--- config.mk ---
export PLATFORM = sky130hd
export DESIGN_NAME = mem_region_decoder
export DESIGN_NICKNAME = d
export VERILOG_FILES = /design/src/rtl/mem_region_decoder.sv
export SDC_FILE = /design/constraint.sdc
export NUM_CORES = 1
export LEC_CHECK = 0
export ABC_AREA = 1
export CORE_ASPECT_RATIO = 1.4
export CORE_MARGIN = 4
export CORE_UTILIZATION = 44
export CTS_BUF_LIST = sky130_fd_sc_hd__clkbuf_2 sky130_fd_sc_hd__clkbuf_4 sky130_fd_sc_hd__clkbuf_8
export DETAILED_ROUTE_END_ITERATION = 10
export HOLD_SLACK_MARGIN = 0.15
export PLACE_DENSITY = 0.78
export RECOVER_POWER = 100
export SYNTH_ARGS = -nofsm -noshare
export SYNTH_HDL_FRONTEND = slang
export SYNTH_SLANG_ARGS = --single-unit
--- constraint.sdc ---
create_clock -name clk -period 2.02 [get_ports clk]
set_clock_uncertainty 0.05 [all_clocks]
set_input_delay 0.202 -clock clk [delete_from_list [all_inputs] [get_ports clk]]
set_output_delay 0.202 -clock clk [all_outputs]
set_load 0.1 [all_outputs]
--- src/rtl/mem_region_decoder.sv ---
module mem_region_decoder (
  input  logic        clk,
  input  logic        rst_n,
  input  logic        req,
  input  logic        req_wr,
  input  logic        req_word,
  input  logic [15:0] req_addr,
  input  logic [15:0] req_wdata,
  input  logic        rom_sel,
  input  logic [2:0]  boot_mode,
  input  logic        init_en,
  input  logic        sub_halted,
  input  logic [7:0]  mem_rdata,
  output logic [3:0]  region,
  output logic [14:0] offset,
  output logic        mem_rd,
  output logic        mem_wr,
  output logic [7:0]  mem_wdata,
  output logic        busy,
  output logic        ack,
  output logic [15:0] ack_rdata
);

  localparam logic [3:0] RG_NONE   = 4'd0;
  localparam logic [3:0] RG_LOW    = 4'd1;
  localparam logic [3:0] RG_HIGH   = 4'd2;
  localparam logic [3:0] RG_BASIC  = 4'd3;
  localparam logic [3:0] RG_WORK   = 4'd4;
  localparam logic [3:0] RG_SHARED = 4'd5;
  localparam logic [3:0] RG_IO     = 4'd6;
  localparam logic [3:0] RG_BT_BAS = 4'd7;
  localparam logic [3:0] RG_BT_DOS = 4'd8;
  localparam logic [3:0] RG_BT_MAP = 4'd9;
  localparam logic [3:0] RG_BT_RAM = 4'd10;
  localparam logic [3:0] RG_VECT   = 4'd11;
  localparam logic [3:0] RG_RSTV   = 4'd12;
  localparam logic [3:0] RG_INIT   = 4'd13;

  logic        second;
  logic [15:0] lo_addr;
  logic [7:0]  lo_wdata;
  logic        lo_wr;
  logic [7:0]  hi_byte;

  logic        active;
  logic [15:0] a;
  logic        wr;
  logic [3:0]  rg;
  logic [14:0] off;
  logic        ro;
  logic        blocked;
  logic        forced;
  logic [7:0]  fdata;
  logic [7:0]  byte_val;

  assign active    = second | req;
  assign a         = second ? lo_addr : req_addr;
  assign wr        = second ? lo_wr : req_wr;
  assign mem_wdata = second ? lo_wdata : (req_word ? req_wdata[15:8] : req_wdata[7:0]);

  always_comb begin
    rg  = RG_NONE;
    off = '0;
    ro  = 1'b0;
    if (init_en && a[15:13] == 3'b011) begin
      rg  = RG_INIT;
      off = {2'b00, a[12:0]};
      ro  = 1'b1;
    end else if (init_en && a[15:13] == 3'b111 && a[15:8] != 8'hFD) begin
      rg  = RG_INIT;
      off = {2'b00, a[12:0]};
      ro  = 1'b1;
    end else if (!a[15]) begin
      rg  = RG_LOW;
      off = a[14:0];
    end else if (a < 16'hFC00) begin
      rg  = rom_sel ? RG_BASIC : RG_HIGH;
      off = a[14:0];
      ro  = rom_sel;
    end else if (a < 16'hFC80) begin
      rg  = RG_WORK;
      off = {8'h00, a[6:0]};
    end else if (a < 16'hFD00) begin
      rg  = RG_SHARED;
      off = {8'h00, a[6:0]};
    end else if (a < 16'hFE00) begin
      rg  = RG_IO;
      off = {7'h00, a[7:0]};
    end else if (a < 16'hFFE0) begin
      off = {6'h00, a[8:0]};
      case (boot_mode)
        3'd1:    begin rg = RG_BT_DOS; ro = 1'b1; end
        3'd2:    begin rg = RG_BT_MAP; ro = 1'b1; end
        3'd3:    rg = RG_BT_RAM;
        default: begin rg = RG_BT_BAS; ro = 1'b1; end
      endcase
    end else if (a < 16'hFFFE) begin
      rg  = RG_VECT;
      off = {10'h000, a[4:0]};
    end else begin
      rg  = RG_RSTV;
      off = {14'h0000, a[0]};
      ro  = 1'b1;
    end
  end

  assign blocked  = (rg == RG_SHARED) && !sub_halted;
  assign forced   = blocked || (rg == RG_RSTV);
  assign fdata    = (rg == RG_RSTV) ? (a[0] ? 8'h00 : 8'hFE) : 8'hFF;
  assign byte_val = forced ? fdata : mem_rdata;

  assign region = active ? rg : RG_NONE;
  assign offset = active ? off : '0;
  assign mem_rd = active && !wr && !forced;
  assign mem_wr = active && wr && !ro && !blocked;
  assign busy   = second;

  always_ff @(posedge clk) begin
    if (!rst_n) begin
      second    <= 1'b0;
      lo_addr   <= '0;
      lo_wdata  <= '0;
      lo_wr     <= 1'b0;
      hi_byte   <= '0;
      ack       <= 1'b0;
      ack_rdata <= '0;
    end else begin
      ack <= 1'b0;
      if (second) begin
        second    <= 1'b0;
        ack       <= 1'b1;
        ack_rdata <= lo_wr ? 16'h0000 : {hi_byte, byte_val};
      end else if (req) begin
        if (req_word) begin
          second   <= 1'b1;
          lo_addr  <= req_addr + 16'd1;
          lo_wdata <= req_wdata[7:0];
          lo_wr    <= req_wr;
          hi_byte  <= req_wr ? 8'h00 : byte_val;
        end else begin
          ack       <= 1'b1;
          ack_rdata <= req_wr ? 16'h0000 : {8'h00, byte_val};
        end
      end
    end
  end

endmodule

==> reports/metrics.sh, run 1 <==
FP.DIEH_UM=110
CTSHOLDBUFFERS=0
SETUP_REPAIR_AFTER_GLOBAL_ROUTING_MISSED_ITS_MARGIN='yes'
SYNTH.YOSYS.WARNINGS=0
ROUTE.DETAILED.VIAS_PER_INST=5.30
GRT_UTIL_ALL_LAYERS=0.276
FINAL_CELL_MIX='sky130_fd_sc_hd__nand2_1, sky130_fd_sc_hd__buf_4, sky130_fd_sc_hd__inv_1, sky130_fd_sc_hd__dfxtp_1, sky130_fd_sc_hd__clkdlybuf4s50_1'
GLOBAL_ROUTE_WIRE_LENGTH_BEFORE_REPAIR_UM=19300
CRITICAL_PATH_PEAK_FANOUT=7
TRITONCTS.NUM_BUFFERS=5
ROUTEDWLPERCELL_UM=16.1
START_UTIL=0.448
ENDPOINT='mem_wr'
WORST_IR_DROP_VDD_V=0.000511
IOS=98
SETUP_WS_PS=-665
MAX_CLOCK_FREQ_MHz=372
DPL_WORST_SLACK_PS=-470
AREA.SEQUENTIAL_UM2=1020
PLACEMENT.IO_BUFFERS=97
DESIGN.FINAL.NETS=740
PLACE.GP.CONGESTION=0.931
POWER_REPORT.INTERNAL_TOTAL_mW=1.97
LAYOUT_WORST_PATH_CYCLE_SHARE=1.33
SYNTH_NETS=547
FINALSETUPVIOLATIONS=38
SEQ_POWER_SHARE=0.334
TOTAL_SWITCHING_POWER_mW=1.26
OUTCOME='finished, violations left'
DESTINATION_OF_THE_WORST_REGISTER_TO_REGISTER_TIMING_PATH='ack_rdata[2]'
ROOT_BUFFER='sky130_fd_sc_hd__clkbuf_8'
WORST_SLEW_PIN_SLEW_PS=557
DRT_DRC_VIOLATIONS_LEFT=0
ANTENNA-DIODE-COUNT=0
POWER.DENSITY_CELL_AREA_nW_PER_UM2=537
DIE_WIDTH_UM=81.0
P_SW_FRAC=0.390
CORE_UM2=7310
FAILED_CHECKS='setup timing'
SYNTH_AREA_PER_CELL_UM2=6.62
PLACEMENTROWS=37
CTS_TREE='built'
SYNTH_CELLS=495
WORST_EP_ARRIVAL_TIME_PS=2430
POST-DP-HPWL_UM=8650
SYN-CELL-AREA_UM2=3280
CLOCKBUFFERDEPTH=2
SYNTH.FF_LATCH_COUNT=51
SLEW_VIOLATIONS=0
DRT.ANTENNA.VIOLATING_NETS=0
CLK_LATENCY_PS=310
CTS-HTREE-LEVELS=2
DPL_CELL_AREA_UM2=5490
GLOBALROUTEOVERFLOWTOTAL=0
PATH_TYPE_OF_THE_WORST_SETUP_PATH='reg2out'
NUMBER_OF_GLOBAL_ROUTE_VIAS_BEFORE_REPAIR=4275
CTS_NUM_SINKS=51
WORSTSETUPSTARTPOINTTYPE='flip-flop'
LEADING_CELL_TYPE_IN_THE_LAYOUT_FILL_AND_TAPS_EXCLUDED='sky130_fd_sc_hd__nand2_1'
CLKPWRFRAC=0.226
FINALCRITICALPERIOD_PS=2680
FIRSTDRTPASSITERS=5
WORST_SETUP_HOLD_PATH_CLK_SLEW_PS=110
DRT_ITER0_DRC=233
SLEW_HEADROOM=0.630
CRITICAL_PATH.ENDPOINT_TYPE='output port'
MULTI_INPUT_COMB_AREA_UM2=2390
WORST_R2R_PATH_DEPTH=16
SETUP_TOTAL_NEGATIVE_SLACK_PS=-18150
NUM-FILL-CELLS=496
ROUTE.FINAL.WIRE_LENGTH_UM=12600
GRT_MAX_DEGREE=35
NUM_VIAS=4166
HOLD_PATH.CLASS='reg2reg'
WORST_EP_REQUIRED_TIME_PS=1770
TIMING.RR.START='busy'
DIE_AREA_UM2=8920
CELLLEAKAGEPOWER_nW=2.73
MAX_CAP_VIOLATIONS=0
TIMING.REG2REG.SETUP_SLACK_PS=-610
STARTPOINT='busy'
FINAL_DESIGN_AREA_NO_FILL_UM2=6000
POST_ROUTE_CELLS_DRIVE_ABOVE_1_SHARE=0.419
POWER_FRAC_COMB=0.440
AREA_GROWTH_SYN_TO_LAYOUT_PCT=83.1
MIN_PATH_CELLS=2
SYNTH_CELL_TYPES=38
HOLD_VIOL_FINAL=0
YOSYSSEQAREASHARE=0.311
GRT_ANTENNA_BEFORE_REPAIR=0
==> final cells by class <==
type,instances,area share
repair buffers,205,0.348
flip-flops and latches,51,0.171
clock buffers,5,0.0115
clock inverters,3,0.00730
inverters,65,0.0438
multi-input cells,360,0.398
well taps,97,0.0202
==> worst min path at each step <==
stage                start       endpoint  slack [ps]
2_1_floorplan  req_addr[0]     lo_addr[0]         240
3_3_place_gp    lo_addr[2]     lo_addr[2]         390
3_5_place_dp    lo_addr[1]     lo_addr[1]         400
4_1_cts         lo_addr[1]     lo_addr[1]         420
5_1_grt        lo_wdata[7]    lo_wdata[7]         450
6_report        hi_byte[3]  ack_rdata[11]         410
==> Yosys cell counts, drive strengths merged <==
cell	instances	area, um^2
nor4	1	6.26
nor2	47	228
ha	1	12.5
o21ai	26	134
nor3	4	20.0
clkbuf	13	48.8
buf	7	71.3
nand4	4	46.3
dfxtp	51	1020
nand3	47	310
nand2	138	593
clkinv	1	3.75
nand3b	1	7.51
a311oi	1	8.76
inv	64	248
nor3b	1	7.51
a21oi	65	325
o21bai	6	45.0
xor2	14	123
or2	2	12.5
a31oi	1	6.26
==> power by group through the flow <==
stage	sequential [mW]	combinational, mW	clock (mW)
2_1_floorplan	1.15	0.734	0
3_3_place_gp	1.10	1.31	0
3_5_place_dp	1.10	1.33	0
4_1_cts	1.08	1.39	0.729
5_1_grt	1.08	1.48	0.781
6_report	1.08	1.42	0.729
==> sequential cells by signal (all words and copies together) (netlist names) <==
name,flops
lo_addr,16
lo_wdata,8
hi_byte,8
ack,1
lo_wr,1
ack_rdata,16
busy,1
==> cell families after synthesis <==
group | share of synthesized area
AOI/OAI and AO/OA | 0.158
buffers and inverters | 0.113
adders and majority gates | 0.00382
xor gates and xnor gates | 0.0374
DFF | 0.311
and+or+nand+nor | 0.376
==> per-layer routing <==
metal,up-vias,track usage,wire length (um)
li1,1970,-,-
met3,59,0.0480,531
met4,0,0.158,662
met5,-,0,0
met2,141,0.524,7090
met1,1996,0.275,4350
==> worst max-delay path: stages, from the launching register on <==
cell	delay (ps)
sky130_fd_sc_hd__dfxtp_4	480
sky130_fd_sc_hd__buf_12	140
sky130_fd_sc_hd__nand2_1	70
sky130_fd_sc_hd__nand2_2	110
sky130_fd_sc_hd__nand2_2	90
sky130_fd_sc_hd__nor2_1	170
sky130_fd_sc_hd__nand3_2	150
sky130_fd_sc_hd__nand2_2	110
sky130_fd_sc_hd__nand3_1	120
sky130_fd_sc_hd__nand2_2	140
sky130_fd_sc_hd__nand3_4	100
sky130_fd_sc_hd__nand4_1	130
sky130_fd_sc_hd__clkinvlp_4	130
sky130_fd_sc_hd__buf_12	170
==> stage by stage <==
step | util | total power [mW] | hold WS (ps) | cells
finish | 0.820 | 3.22 | 414 | 786
detailed placement | 0.751 | 2.43 | 405 | 760
global route | 0.820 | 3.35 | 448 | 786
floorplan | - | 1.89 | 242 | 495
CTS | 0.806 | 3.19 | 419 | 781
global placement | 0.751 | 2.41 | 391 | 760
==> repair_timing <==
item                       4_1_cts  5_1_grt
pin swaps                       28        8
setup endpoints to repair       37       42
cloned                           2        0
resized for setup               40       31
setup buffers                   12        5
Note: power is estimated with default switching activity, not from simulation.
==> run 2, diff against run 1 <==
--- a/config.mk
+++ b/config.mk
@@ -14,6 +14,7 @@
 export HOLD_SLACK_MARGIN = 0.15
 export PLACE_DENSITY = 0.78
 export RECOVER_POWER = 100
+export SLEW_MARGIN = 20
 export SYNTH_ARGS = -nofsm -noshare
 export SYNTH_HDL_FRONTEND = slang
 export SYNTH_SLANG_ARGS = --single-unit
==> results of run 2 <==
Final layout, timing and power as in run 1 (identical DEF).
==> run 3, diff against run 2 <==
--- a/config.mk
+++ b/config.mk
@@ -6,6 +6,7 @@
 export NUM_CORES = 1
 export LEC_CHECK = 0
 export ABC_AREA = 1
+export ABC_CLOCK_PERIOD_IN_PS = 2020
 export CORE_ASPECT_RATIO = 1.4
 export CORE_MARGIN = 4
 export CORE_UTILIZATION = 44
==> results of run 3 <==
Final layout, timing and power as in run 1 (identical DEF).
